==> src/rtl/sysreg_pkg.sv <==
package sysreg_pkg;

    localparam int NUM_W = 5;
    localparam int NREGS = 1 << NUM_W;

    typedef enum logic [1:0] {
        EV_INT   = 2'd0,
        EV_NMI   = 2'd1,
        EV_TCALL = 2'd2,
        EV_DBG   = 2'd3
    } ev_class_e;

    localparam logic [NUM_W-1:0] RN_INT_PC   = 5'd0;
    localparam logic [NUM_W-1:0] RN_INT_PSW  = 5'd1;
    localparam logic [NUM_W-1:0] RN_NMI_PC   = 5'd2;
    localparam logic [NUM_W-1:0] RN_NMI_PSW  = 5'd3;
    localparam logic [NUM_W-1:0] RN_CAUSE    = 5'd4;
    localparam logic [NUM_W-1:0] RN_PSW      = 5'd5;
    localparam logic [NUM_W-1:0] RN_TC_PC    = 5'd16;
    localparam logic [NUM_W-1:0] RN_TC_PSW   = 5'd17;
    localparam logic [NUM_W-1:0] RN_DBG_PC   = 5'd18;
    localparam logic [NUM_W-1:0] RN_DBG_PSW  = 5'd19;
    localparam logic [NUM_W-1:0] RN_TC_BASE  = 5'd20;

    // Register number of the PC half of each class's save pair; PSW half is +1.
    function automatic logic [NUM_W-1:0] pair_pc_num(input logic [1:0] cls);
        logic [NUM_W-1:0] n;
        unique case (cls)
            EV_INT:   n = RN_INT_PC;
            EV_NMI:   n = RN_NMI_PC;
            EV_TCALL: n = RN_TC_PC;
            default:  n = RN_DBG_PC;
        endcase
        return n;
    endfunction

    function automatic logic num_defined(input logic [NUM_W-1:0] n);
        return (n <= RN_PSW) || ((n >= RN_TC_PC) && (n <= RN_TC_BASE));
    endfunction

    function automatic logic num_writable(input logic [NUM_W-1:0] n);
        return num_defined(n) && (n != RN_CAUSE);
    endfunction

endpackage

==> src/rtl/sysreg_decode.sv <==
module sysreg_decode
    import sysreg_pkg::*;
(
    input  logic             sw_we,
    input  logic [NUM_W-1:0] sw_num,
    output logic [NREGS-1:0] we_vec
);

    // One-hot write enable over register numbers; read-only and reserved
    // numbers never produce an enable.
    always_comb begin
        we_vec = '0;
        if (sw_we && num_writable(sw_num)) begin
            we_vec[sw_num] = 1'b1;
        end
    end

endmodule

==> src/rtl/sysreg_save_pair.sv <==
module sysreg_save_pair #(
    parameter int DATA_W = 32
) (
    input  logic              clk,
    input  logic              rst_n,
    input  logic              sw_we_pc,
    input  logic              sw_we_psw,
    input  logic [DATA_W-1:0] sw_wdata,
    input  logic              cap_en,
    input  logic [DATA_W-1:0] cap_pc,
    input  logic [DATA_W-1:0] cap_psw,
    output logic [DATA_W-1:0] pc_q,
    output logic [DATA_W-1:0] psw_q
);

    always_ff @(posedge clk or negedge rst_n) begin
        if (!rst_n) begin
            pc_q  <= '0;
            psw_q <= '0;
        end else if (cap_en) begin
            pc_q  <= cap_pc;
            psw_q <= cap_psw;
        end else begin
            if (sw_we_pc)  pc_q  <= sw_wdata;
            if (sw_we_psw) psw_q <= sw_wdata;
        end
    end

    AST_CAPTURE_WINS: assert property (@(posedge clk) disable iff (!rst_n)
        cap_en |=> (pc_q == $past(cap_pc)) && (psw_q == $past(cap_psw)));

    AST_SW_LOAD_PC: assert property (@(posedge clk) disable iff (!rst_n)
        (sw_we_pc && !cap_en) |=> (pc_q == $past(sw_wdata)));

    AST_HOLD_IDLE: assert property (@(posedge clk) disable iff (!rst_n)
        (!cap_en && !sw_we_pc && !sw_we_psw) |=> $stable(pc_q) && $stable(psw_q));

endmodule

==> src/rtl/sysreg_core_regs.sv <==
module sysreg_core_regs #(
    parameter int          DATA_W    = 32,
    parameter logic [31:0] PSW_RESET = 32'h0000_0020
) (
    input  logic              clk,
    input  logic              rst_n,
    input  logic              we_psw,
    input  logic              we_base,
    input  logic [DATA_W-1:0] sw_wdata,
    input  logic              cause_ld,
    input  logic [DATA_W-1:0] cause_in,
    output logic [DATA_W-1:0] psw_q,
    output logic [DATA_W-1:0] base_q,
    output logic [DATA_W-1:0] cause_q
);

    always_ff @(posedge clk or negedge rst_n) begin
        if (!rst_n) begin
            psw_q   <= DATA_W'(PSW_RESET);
            base_q  <= '0;
            cause_q <= '0;
        end else begin
            if (we_psw)   psw_q   <= sw_wdata;
            if (we_base)  base_q  <= sw_wdata;
            if (cause_ld) cause_q <= cause_in;
        end
    end

    AST_CAUSE_LOAD: assert property (@(posedge clk) disable iff (!rst_n)
        cause_ld |=> (cause_q == $past(cause_in)));

    AST_CAUSE_HOLD: assert property (@(posedge clk) disable iff (!rst_n)
        !cause_ld |=> $stable(cause_q));

endmodule

==> src/rtl/sysreg_file.sv <==
module sysreg_file
    import sysreg_pkg::*;
#(
    parameter int          DATA_W    = 32,
    parameter logic [31:0] PSW_RESET = 32'h0000_0020
) (
    input  logic              clk,
    input  logic              rst_n,
    input  logic              sw_we,
    input  logic [4:0]        sw_num,
    input  logic [DATA_W-1:0] sw_wdata,
    output logic [DATA_W-1:0] sw_rdata,
    input  logic              ev_valid,
    input  logic [1:0]        ev_class,
    input  logic [DATA_W-1:0] ev_pc,
    input  logic [DATA_W-1:0] ev_psw,
    input  logic [DATA_W-1:0] ev_cause,
    input  logic [1:0]        ret_sel,
    output logic [DATA_W-1:0] ret_pc,
    output logic [DATA_W-1:0] ret_psw
);

    localparam int NPAIRS = 4;

    logic [NREGS-1:0]  we_vec;
    logic [DATA_W-1:0] pair_pc  [NPAIRS];
    logic [DATA_W-1:0] pair_psw [NPAIRS];
    logic [DATA_W-1:0] psw_q, base_q, cause_q;

    sysreg_decode u_decode (
        .sw_we  (sw_we),
        .sw_num (sw_num),
        .we_vec (we_vec)
    );

    for (genvar k = 0; k < NPAIRS; k++) begin : g_pair
        localparam logic [NUM_W-1:0] PC_NUM = pair_pc_num(k[1:0]);
        sysreg_save_pair #(.DATA_W(DATA_W)) u_pair (
            .clk       (clk),
            .rst_n     (rst_n),
            .sw_we_pc  (we_vec[PC_NUM]),
            .sw_we_psw (we_vec[PC_NUM + 1]),
            .sw_wdata  (sw_wdata),
            .cap_en    (ev_valid && (ev_class == k[1:0])),
            .cap_pc    (ev_pc),
            .cap_psw   (ev_psw),
            .pc_q      (pair_pc[k]),
            .psw_q     (pair_psw[k])
        );
    end

    sysreg_core_regs #(.DATA_W(DATA_W), .PSW_RESET(PSW_RESET)) u_core (
        .clk      (clk),
        .rst_n    (rst_n),
        .we_psw   (we_vec[RN_PSW]),
        .we_base  (we_vec[RN_TC_BASE]),
        .sw_wdata (sw_wdata),
        .cause_ld (ev_valid),
        .cause_in (ev_cause),
        .psw_q    (psw_q),
        .base_q   (base_q),
        .cause_q  (cause_q)
    );

    always_comb begin
        unique case (sw_num)
            RN_INT_PC:  sw_rdata = pair_pc[EV_INT];
            RN_INT_PSW: sw_rdata = pair_psw[EV_INT];
            RN_NMI_PC:  sw_rdata = pair_pc[EV_NMI];
            RN_NMI_PSW: sw_rdata = pair_psw[EV_NMI];
            RN_CAUSE:   sw_rdata = cause_q;
            RN_PSW:     sw_rdata = psw_q;
            RN_TC_PC:   sw_rdata = pair_pc[EV_TCALL];
            RN_TC_PSW:  sw_rdata = pair_psw[EV_TCALL];
            RN_DBG_PC:  sw_rdata = pair_pc[EV_DBG];
            RN_DBG_PSW: sw_rdata = pair_psw[EV_DBG];
            RN_TC_BASE: sw_rdata = base_q;
            default:    sw_rdata = '0;
        endcase
    end

    // Only the debug pair returns its PC untouched; the others restore to an even address.
    always_comb begin
        ret_psw = pair_psw[ret_sel];
        if (ret_sel == EV_DBG) begin
            ret_pc = pair_pc[ret_sel];
        end else begin
            ret_pc = {pair_pc[ret_sel][DATA_W-1:1], 1'b0};
        end
    end

    AST_RSV_READ_ZERO: assert property (@(posedge clk) disable iff (!rst_n)
        !num_defined(sw_num) |-> (sw_rdata == '0));

    AST_CAUSE_SW_IGNORED: assert property (@(posedge clk) disable iff (!rst_n)
        (sw_we && (sw_num == RN_CAUSE) && !ev_valid) |=> $stable(cause_q));

    AST_RET_EVEN: assert property (@(posedge clk) disable iff (!rst_n)
        (ret_sel != EV_DBG) |-> !ret_pc[0]);

    AST_RSV_WRITE_NO_EN: assert property (@(posedge clk) disable iff (!rst_n)
        (sw_we && !num_defined(sw_num)) |-> (we_vec == '0));

endmodule

==> config.mk <==
export PLATFORM = sky130hd
export DESIGN_NAME = sysreg_file
export DESIGN_NICKNAME = d
export VERILOG_FILES = /design/src/rtl/sysreg_pkg.sv /design/src/rtl/sysreg_decode.sv /design/src/rtl/sysreg_save_pair.sv /design/src/rtl/sysreg_core_regs.sv /design/src/rtl/sysreg_file.sv
export SDC_FILE = /design/constraint.sdc
export NUM_CORES = 1
export LEC_CHECK = 0
export BUFFER_PORTS_ARGS = -buffer_cell sky130_fd_sc_hd__buf_4
export CAP_MARGIN = 40
export CORE_MARGIN = 5
export CORE_UTILIZATION = 40
export DETAILED_ROUTE_END_ITERATION = 16
export GPL_TIMING_DRIVEN = 1
export PLACE_DENSITY_LB_ADDON = 0.05
export REMOVE_ABC_BUFFERS = 1
export SYNTH_ARGS = -nofsm -noshare
export SYNTH_HDL_FRONTEND = slang
export SYNTH_SLANG_ARGS = --single-unit
export TNS_END_PERCENT = 10
==> constraint.sdc <==
create_clock -name clk -period 2.3 [get_ports clk]
set_input_delay 0.46 -clock clk [delete_from_list [all_inputs] [get_ports clk]]
set_output_delay 0.46 -clock clk [all_outputs]
set_load 0.03 [all_outputs]
==> metrics.cfg, run 1 <==
[placed_design]
dpl_cell_area_mm2=0.0237
globalplace.congestion=0.847
placed_cells=2724
dp_hpwl_um=53200
port_buffers=236

[final_layout]
nFillCells=4465
design_area_mm2=0.0256
fin_cells=2804
antenna_cells=0
areaGrowthSynthToFinish_pct=29.3
drive_above_1_share_pct=33.9
nets=2250

[worst_hold_path]
whs_path_depth=3
hp-start=ev_cause[28]
hold_path_class=in -> reg
min_to=u_core.cause_q[28]$_DFFE_PN0P_

[timing]
setup_viol=32
fin_crit_sh_pct=112
holdWs_ns=0.110
max_clock_freq_mhz=389
fin_worst_skew_ns=0
relSlewSlack_pct=55.8
hold_viol=0
finalMaxSlewViolations=0
worstMarginPinSlew_ns=0.663
worst_slack_ns=-0.271
finalSetupTns_ns=-5.15
finalCriticalPeriod_ns=2.57
rsz0062_at_grt=true

[drt]
drt_iter0_markers=1308
num_vias=16407
dr.pass1.iters=5
drc_errors=0
routed_wl_um=76900
vias_per_cell=5.85
drt.antenna.violating_nets=0
wl_per_cell_um=27.4

[clock_network]
clk_transition_reported_paths_ns=0.06
clock_sink_count=352
cts_buffers=44
cts.path.max_buffers=3
cts_tree=built
htree_levels=2
cts_root_buffer=clkbuf_16
insertion_delay_ns=0.56

[setup_path]
critPathKind=reg -> out
cp_slowest_cell=dfrtp_1
crit_path_max_incr_delay_ns=0.41
crit_arrival_ns=2.11
cp.required_ns=1.84
path_cells=mux2_4 > a221oi_2 > nor3_1 > a2111o_1 > buf_6
path_max_fanout=3
r2r.worst_path.cells=3
timing.rr.end=g_pair[3].u_pair.psw_q[27]$_DFFE_PN0P_
r2r_slack_ns=1.43
start_kind=flop
rr_startpoint=g_pair[3].u_pair.psw_q[27]$_DFFE_PN0P_
worst_setup_path_end_kind=output port

[global_routing]
grt_remaining_overflow=0
antenna_found_initial=2
grt_pass1_vias=16707
grt_use_total_pct=28.2
grt_pass1_wl_um=114000
grt_max_degree=97

[pwr]
switching_share_pct=31.1
p_clk_share_pct=34.4
p_switching_mw=6.12
seq_power_share_pct=41.5
comb_power_share_pct=24.1
leakagePower_nw=12.7
power_density_mw_per_mm2=770
total_power_mw=19.7
p_int_mw=13.5
peakVddDrop_uv=505

[synthesis]
netlist_instances=1821
ys_seq_area_share_pct=44.6
synth-seq-cells=352
synth_edf_count=0
postSynthAreaPerCell_um2=10.9
ys_types=58
synth_ff_type=dfrtp_1
yosysWarnings=0
async_flop_share_pct=100
netlist_area_mm2=0.0198

[floorplan]
fp-row-count=81
dieArea_mm2=0.0540
pin_count=237
die_h_um=232
die_w_um=232
initial_core_util_pct=40.4
coreArea_mm2=0.0490

[run_status]
violations=negative setup slack
status=finished with violations

[job]
drv_cap=0

==> cell usage in the layout (no fill, tap or decap), types with 29 or more instances in the layout <==
cell       netlist  final
dfrtp_1        351    351
buf_4           14    334
mux2i_1        315    313
nor2_1         152    146
a21oi_1        147    146
nand2_1        143    142
o21ai_0        137    136
mux2_2          77     74
mux4_2          67     67
buf_12           0     52
clkbuf_16        0     45
buf_6            4     34
mux2_4          30     33
a22oi_1         31     29
==> routing by layer <==
metal	part of all wire (%)	vias to the layer above	track usage (%)	wire length, um
li1	-	7289	-	-
met1	44	8278	40.5	34000
met2	45	673	43.4	35000
met3	6.6	163	4.59	5050
met4	3.7	4	9.86	2840
met5	0.052	-	0	40
==> synth_stat cells, types with 2 or more instances <==
master     number  share of area [%]
or4_1           2              0.076
nor4b_1         2              0.089
o2bb2ai_1       6               0.27
nand2_1       143                2.7
a211oi_1        2              0.076
mux2_4         30                2.3
buf_6           4               0.23
buf_1           7               0.13
and3_1         25               0.79
a22o_1          4               0.18
a2111oi_0       8               0.35
mux2i_1       315                 16
a221o_1         3               0.15
a22oi_1        31                1.2
o22ai_1         5               0.16
o211ai_1        4               0.15
nor2_1        152                2.9
a32oi_1         6               0.27
or3_1           2              0.063
a221oi_1       19               0.84
nor3_1         10               0.25
a32o_1          6               0.30
a21oi_1       147                3.7
nand2b_1        2              0.063
a222oi_1        3               0.15
o32ai_1         7               0.31
buf_2          48                1.2
o21ai_0       137                3.5
dfrtp_1       351                 44
mux2_2         77                4.4
clkbuf_1      110                2.1
and2_1          2              0.063
nand4_1         7               0.22
mux4_2         67                7.6
nand3b_1        6               0.23
nor2b_1         2              0.063
buf_4          14               0.53
nand3_1        32               0.81
inv_1           2              0.038
a311oi_1        2              0.089
nor2_2          2              0.063
==> cells by family (layout without fill, tap and decap cells) <==
group	Yosys count	count (layout)	synth area share [%]
AOI/OAI and AO/OA	392	392	11.8
buffers and inverters	186	505	4.25
DFF	352	352	44.6
muxes	490	490	30.3
and+or+nand+nor	401	401	9.10
==> final cells by class <==
type,count,area [um^2],area share [%]
flip-flops and latches,352,8810,34.5
inverters,3,11.3,0.0441
multi-input cells,1283,10500,41.2
clock buffers,70,1310,5.12
well taps,664,831,3.25
repair buffers,425,4000,15.7
clock inverters,7,71.3,0.279
==> state kept, by name, summed over array words and instances (netlist names) <==
register / cells
g_pair.u_pair.pc_q: 128
u_core.base_q: 32
u_core.cause_q: 32
u_core.psw_q: 32
g_pair.u_pair.psw_q: 128
==> power by group through the flow <==
stage               logic [mW]  clock network (mW)  registers, mW
global placement          4.58                   0           8.20
floorplan                 2.76                   0           7.89
detailed placement        4.64                   0           8.22
global route              5.11                7.15           8.29
CTS                       4.75                6.90           8.14
finish                    4.74                6.77           8.16
==> how the worst max path moves through the flow <==
stage,start,endpoint,depth (start not counted)
6_report,g_pair[2].u_pair.psw_q[27]$_DFFE_PN0P_,sw_rdata[27],5
5_1_grt,g_pair[2].u_pair.psw_q[27]$_DFFE_PN0P_,sw_rdata[27],5
4_1_cts,g_pair[2].u_pair.psw_q[27]$_DFFE_PN0P_,sw_rdata[27],5
3_5_place_dp,sw_num[1],sw_rdata[25],8
3_3_place_gp,sw_num[4],sw_rdata[26],9
2_1_floorplan,ev_class[1],g_pair[0].u_pair.pc_q[0]$_DFFE_PN0P_,2
==> through the flow <==
stage               util, %  setup WS (ns)
detailed placement     48.4         -0.578
global route           52.2         -0.320
CTS                    52.0         -0.303
finish                 52.2         -0.271
floorplan                 -          -4.93
global placement       48.4         -0.517
==> what timing repair did <==
action | 4_1_cts | 5_1_grt
setup buffers | 2 | 0
pin swaps | 18 | 5
hold buffers | 1 | 0
endpoints found under the hold margin | 18 | 0
setup endpoints to repair | 32 | 33
gates resized for setup | 84 | 22
==> critical path: cells and delay by family (launching register included) <==
| family | cells | cell delay [ns] |
|---|---|---|
| AOI/OAI and AO/OA | 2 | 0.62 |
| DFF | 1 | 0.41 |
| muxes | 1 | 0.29 |
| buffers and inverters | 1 | 0.17 |
| and+or+nand+nor | 1 | 0.07 |
Power figures use the tool's default switching activity.
==> run 2: changes to the inputs <==
- CORE_UTILIZATION: 40 -> 44
==> run 2 against run 1 <==
Flip-flop and latch count did not move; largest cell class unchanged; wire length is 3.0% lower; the flow still finishes with violations (negative setup slack); clock skew is the same; global-route usage increased by 1.4 points; critical path type unchanged.
==> metrics.cfg, run 2 (synthesis gave the netlist of run 1 again) <==
[final_layout]
areaGrowthSynthToFinish_pct=29.6  ; was 29.3%
final_common_cell=dfrtp_1  ; unchanged
nFillCells=3785  ; was 4465
nets=2257  ; was 2250
antenna_cells=0  ; unchanged
reg.largest.list=g_pair.u_pair.pc_q: 128 flops, g_pair.u_pair.psw_q: 128 flops  ; unchanged
mostFrequentLayoutCells=dfrtp_1, buf_4, mux2i_1  ; unchanged
drive_above_1_share_pct=34.7  ; was 33.9%

[timing]
fin_crit_sh_pct=109  ; was 112%
relSlewSlack_pct=59.6  ; was 55.8%
holdWs_ns=0.109  ; was 0.110 ns
max_clock_freq_mhz=398  ; was 389 MHz
hold_viol=0  ; unchanged
rsz0062_at_grt=true  ; unchanged
setup_viol=32  ; unchanged
worst_slack_ns=-0.214  ; was -0.271 ns
worstMarginPinSlew_ns=0.606  ; was 0.663 ns
fin_worst_skew_ns=0  ; unchanged
finalMaxSlewViolations=0  ; unchanged
finalCriticalPeriod_ns=2.51  ; was 2.57 ns

[clock_network]
clock_sink_count=352  ; unchanged
clk_transition_reported_paths_ns=0.06  ; about the same
insertion_delay_ns=0.58  ; was 0.56 ns
cts.path.max_buffers=3  ; unchanged
cts_buffers=42  ; was 44
cts_tree=built  ; unchanged
htree_levels=2  ; unchanged
cts_root_buffer=clkbuf_16  ; unchanged

[floorplan]
dieArea_mm2=0.0493  ; was 0.0540 mm^2
initial_core_util_pct=44.6  ; was 40.4%
die_h_um=222  ; was 232 um
fp-row-count=77  ; was 81
coreArea_mm2=0.0443  ; was 0.0490 mm^2
die_w_um=222  ; was 232 um
pin_count=237  ; unchanged

[global_routing]
antenna_found_initial=0  ; was 2
grt_use_total_pct=29.5  ; was 28.2%
grt_remaining_overflow=0  ; unchanged
grt_pass1_vias=16770  ; was 16.7k
grt_max_degree=69  ; was 97
grt_pass1_wl_um=111000  ; was 114000 um

[drt]
drc_errors=0  ; unchanged
dr.pass1.iters=7  ; was 5
routed_wl_um=74600  ; was 76900 um
drt_iter0_markers=1439  ; was 1308
wl_per_cell_um=27.2  ; was 27.4 um
drt.antenna.violating_nets=0  ; unchanged
num_vias=16478  ; was 16.4k
vias_per_cell=6.02  ; was 5.85

[pwr]
peakVddDrop_uv=505  ; about the same
leakagePower_nw=12.8  ; was 12.7 nW
power_density_mw_per_mm2=765  ; was 770 mW/mm^2
total_power_mw=19.6  ; was 19.7 mW

[run_status]
violations=negative setup slack  ; unchanged
status=finished with violations  ; unchanged

[setup_path]
worst_setup_path_end_kind=output port  ; unchanged
r2r_slack_ns=1.41  ; was 1.43 ns
cp.required_ns=1.84  ; about the same
critPathKind=reg -> out  ; unchanged
cp_slowest_cell=dfrtp_1  ; unchanged
path_cells=mux2_2 > a221oi_2 > nor3_1 > a2111o_1 > buf_6  ; was mux2_4 > a221oi_2 > nor3_1 > a2111o_1 > buf_6
crit_arrival_ns=2.05  ; was 2.11 ns
path_max_fanout=2  ; was 3
crit_path_max_incr_delay_ns=0.38  ; was 0.41 ns
start_kind=flop  ; unchanged

[job]
drv_cap=0  ; unchanged

[placed_design]
globalplace.congestion=0.883  ; was 0.847
port_buffers=236  ; unchanged
dp_hpwl_um=50700  ; was 53200 um

[worst_hold_path]
hold_path_class=in -> reg  ; unchanged

run 2: cell types whose count changed in the layout (fill, tap and decap cells not counted), moves of 4 or more:
cell	delta
clkbuf_1	-8
nor2_4	+4
nor2_2	-4
buf_6	+7
clkbuf_8	+4
clkinv_2	+5
run 2: routing by layer:
metal	vias up	share of wire (%)	routed length (um)	global-route usage, %
li1	7298	-	-	-
met1	8212	42	31200	40.5
met2	803	46	34500	46.8
met3	165	8.4	6290	6.37
met4	0	3.5	2590	10.2
met5	-	0	0	0
run 2: worst paths after layout:
kind                                                              from                                endpoint  cells after the start
worst max register to register   g_pair[0].u_pair.pc_q[11]$_DFFE_PN0P_   g_pair[0].u_pair.pc_q[11]$_DFFE_PN0P_                      3
max in group asynchronous                                        rst_n  g_pair[3].u_pair.psw_q[24]$_DFFE_PN0P_                      3
worst max-delay path            g_pair[3].u_pair.psw_q[27]$_DFFE_PN0P_                            sw_rdata[27]                      5
worst min-delay path                                      ev_cause[21]          u_core.cause_q[21]$_DFFE_PN0P_                      2
worst min register to register             u_core.psw_q[8]$_DFFE_PN0P_             u_core.psw_q[8]$_DFFE_PN0P_                      1
min in group asynchronous                                        rst_n           u_core.cause_q[5]$_DFFE_PN0P_                      2
run 2: layout make-up:
type	instances	area, um^2	area share, %
Multi-Input combinational cell	1283	10500	41.1
Inverter	3	11.3	0.0439
Sequential cell	352	8810	34.4
Clock inverter	11	87.6	0.342
Tap cell	592	741	2.89
Timing Repair Buffer	434	4160	16.2
Clock buffer	64	1280	5.01
run 2: power by group:
group	internal [mW]	switching, mW
combinational	2.31	2.48
clock	3.95	2.72
sequential	7.28	0.873
run 2: worst max-delay path, delay by kind of cell (launching register included):
kind	cells	cell delay [ns]
muxes	1	0.28
buffers and inverters	1	0.16
and+or+nand+nor	1	0.07
AOI/OAI and AO/OA	2	0.60
DFF	1	0.38
run 2: timing repair:
action | 4_1_cts | 5_1_grt
resized for setup | 48 | 69
pin swaps | 15 | 20
endpoints found under the setup margin | 32 | 32
hold buffers | 1 | 0
setup buffers | 8 | 1
endpoints found under the hold margin | 41 | 0
gates cloned | 0 | 1
run 2: through the flow:
step / instance area, um^2 / setup TNS, ns / setup slack, ns / utilization, % / std cells
final: 25600 / -3.58 / -0.214 / 57.8 / 2739
after detailed placement: 23600 / -17.07 / -0.309 / 53.4 / 2653
after CTS: 25300 / -5.24 / -0.216 / 57.1 / 2737
after global placement: 23600 / -12.70 / -0.401 / 53.4 / 2653
after floorplan: 18900 / -578.73 / -4.93 / - / 1638
after global routing: 25600 / -5.06 / -0.245 / 57.8 / 2739
==> run 3: changes to the inputs <==
- SYNTH_HIERARCHICAL: unset -> 1
==> run 3 against run 2 <==
The run still ends with negative setup slack left; critical path depth up 3; synthesized area grew 5.1%; flip-flop and latch count unchanged; register-to-register slack improved by 0.02 ns; design area grew 0.88%; power is 1.1% lower; first-iteration DRC count shrank 4.2%; via count shrank 1.1%; critical path type is now in -> out; largest cell class unchanged; core utilization is 2.4 points lower; sequential power hardly changed.
==> metrics.cfg, run 3 <==
[run_status]
status=finished with violations  ; unchanged
violations=negative setup slack  ; unchanged

[timing]
worst_slack_ns=-0.211  ; was -0.214 ns
worstMarginPinSlew_ns=0.681  ; was 0.606 ns
hold_viol=0  ; unchanged
finalCriticalPeriod_ns=2.51  ; about the same
fin_crit_sh_pct=109  ; about the same
fin_worst_skew_ns=0  ; unchanged
max_clock_freq_mhz=398  ; about the same
finalMaxSlewViolations=0  ; unchanged
rsz0062_at_grt=true  ; unchanged
setup_viol=31  ; was 32
holdWs_ns=0.114  ; was 0.109 ns
relSlewSlack_pct=54.6  ; was 59.6%

[drt]
routed_wl_um=73400  ; was 74600 um
wl_per_cell_um=26.6  ; was 27.2 um
vias_per_cell=5.90  ; was 6.02
dr.pass1.iters=7  ; unchanged
drt_iter0_markers=1379  ; was 1439
drt.antenna.violating_nets=0  ; unchanged
drc_errors=0  ; unchanged
num_vias=16290  ; was 16.5k

[placed_design]
dp_hpwl_um=49500  ; was 50700 um
globalplace.congestion=0.850  ; was 0.883
port_buffers=236  ; unchanged

[pwr]
seq_power_share_pct=41.9  ; was 41.5%
p_int_mw=13.4  ; was 13.5 mW
p_clk_share_pct=33.7  ; was 34.0%
comb_power_share_pct=24.4  ; about the same
peakVddDrop_uv=426  ; was 505 uV
p_switching_mw=6.05  ; was 6.08 mW
switching_share_pct=31.2  ; was 31.0%
total_power_mw=19.4  ; was 19.6 mW
leakagePower_nw=10.7  ; was 12.8 nW
power_density_mw_per_mm2=751  ; was 765 mW/mm^2

[final_layout]
nets=2262  ; was 2257
drive_above_1_share_pct=34.7  ; about the same
final_common_cell=dfrtp_1  ; unchanged
reg.largest.list=g_pair.u_pair/pc_q: 128 flops, g_pair.u_pair/psw_q: 128 flops  ; was g_pair.u_pair.pc_q: 128 flops, g_pair.u_pair.psw_q: 128 flops
areaGrowthSynthToFinish_pct=24.4  ; was 29.6%
mostFrequentLayoutCells=dfrtp_1, buf_4, mux2i_1  ; unchanged

[floorplan]
pin_count=237  ; unchanged
die_w_um=227  ; was 222 um
initial_core_util_pct=44.5  ; was 44.6%
die_h_um=227  ; was 222 um
coreArea_mm2=0.0467  ; was 0.0443 mm^2
fp-row-count=79  ; was 77
dieArea_mm2=0.0517  ; was 0.0493 mm^2

[clock_network]
cts_buffers=43  ; was 42
cts.path.max_buffers=3  ; unchanged
htree_levels=2  ; unchanged
insertion_delay_ns=0.56  ; was 0.58 ns
clk_transition_reported_paths_ns=0.06  ; about the same
cts_tree=built  ; unchanged
clock_sink_count=352  ; unchanged
cts_root_buffer=clkbuf_16  ; unchanged

[synthesis]
netlist_area_mm2=0.0208  ; was 0.0198 mm^2
yosysWarnings=6  ; was 0
postSynthAreaPerCell_um2=11.4  ; was 10.9 um^2
netlist_instances=1820  ; was 1821

[global_routing]
antenna_found_initial=2  ; was 0
grt_pass1_wl_um=109000  ; was 111000 um
grt_pass1_vias=16760  ; about the same
grt_max_degree=129  ; was 69
grt_use_total_pct=27.9  ; was 29.5%
grt_remaining_overflow=0  ; unchanged

[setup_path]
worst_setup_path_end_kind=output port  ; unchanged
path_max_fanout=11  ; was 2
start_kind=primary input  ; was flop
critPathKind=in -> out  ; was reg -> out
crit_arrival_ns=2.05  ; about the same
cp.required_ns=1.84  ; about the same
r2r.worst_path.cells=3  ; unchanged

[worst_hold_path]
whs_path_depth=2  ; unchanged
hold_path_class=in -> reg  ; unchanged

[job]
drv_cap=0  ; unchanged

## run 3: area by class of cell
class,count,area (um^2)
Multi-Input combinational cell,1313,11000
Clock inverter,15,118
Antenna cell,3,7.51
Timing Repair Buffer,410,3980
Clock buffer,61,1210
Sequential cell,352,8810
Inverter,1,3.75
Tap cell,607,759
Fill cell,4154,20800
## run 3: repair_timing
item                                    4_1_cts  5_1_grt
gates resized for setup                      79       19
buffers inserted                              9        1
hold endpoints to repair                     35        0
endpoints found under the setup margin       32       32
pin swaps                                    22       13
hold buffers                                  1        0
## run 3: layer usage
| metal | track usage, % | vias up | wire [um] |
|---|---|---|---|
| met5 | 0 | - | 0 |
| met4 | 7.39 | 0 | 1700 |
| met3 | 4.69 | 110 | 4220 |
| met2 | 45.1 | 557 | 35200 |
| met1 | 39.3 | 8327 | 32200 |
| li1 | - | 7296 | - |
## run 3: power groups by stage
stage	combinational (mW)	clock (mW)	sequential, mW
final	4.73	6.55	8.13
after detailed placement	4.61	0	8.19
after global routing	5.08	6.93	8.24
after global placement	4.53	0	8.16
after floorplan	2.82	0	7.87
after CTS	4.72	6.66	8.10
## run 3: worst max-delay path, cell delays in order
cell and delay (ns):
buf_8 0.14, buf_4 0.16, nor2b_2 0.05, buf_4 0.20, a22oi_1 0.18, o2bb2ai_1 0.11, or4_4 0.58, buf_6 0.16
## run 3: path summary, 6_finish.rpt
check	startpoint	endpoint	slack (ns)
worst max register to register	g_pair[3].u_pair/psw_q[30]$_DFFE_PN0P_	g_pair[3].u_pair/psw_q[30]$_DFFE_PN0P_	1.43
worst min register to register	u_core/base_q[11]$_DFFE_PN0P_	u_core/base_q[11]$_DFFE_PN0P_	0.50
worst max-delay path	sw_num[0]	sw_rdata[14]	-0.21
min in group asynchronous	rst_n	g_pair[0].u_pair/pc_q[26]$_DFFE_PN0P_	0.41
max in group asynchronous	rst_n	g_pair[1].u_pair/psw_q[27]$_DFFE_PN0P_	1.10
worst min-delay path	ev_cause[20]	u_core/cause_q[20]$_DFFE_PN0P_	0.11
## run 3: metrics by stage
stage / utilization [%] / instances / TNS [ns] / cell area, um^2 / setup slack (ns)
finish: 55.4 / 2762 / -3.05 / 25800 / -0.211
global placement: 51.4 / 2672 / -24.61 / 24000 / -0.332
CTS: 55.2 / 2758 / -3.46 / 25700 / -0.229
global route: 55.4 / 2761 / -4.84 / 25800 / -0.260
detailed placement: 51.4 / 2672 / -26.92 / 24000 / -0.360
floorplan: - / 1666 / -943.66 / 19400 / -5.71
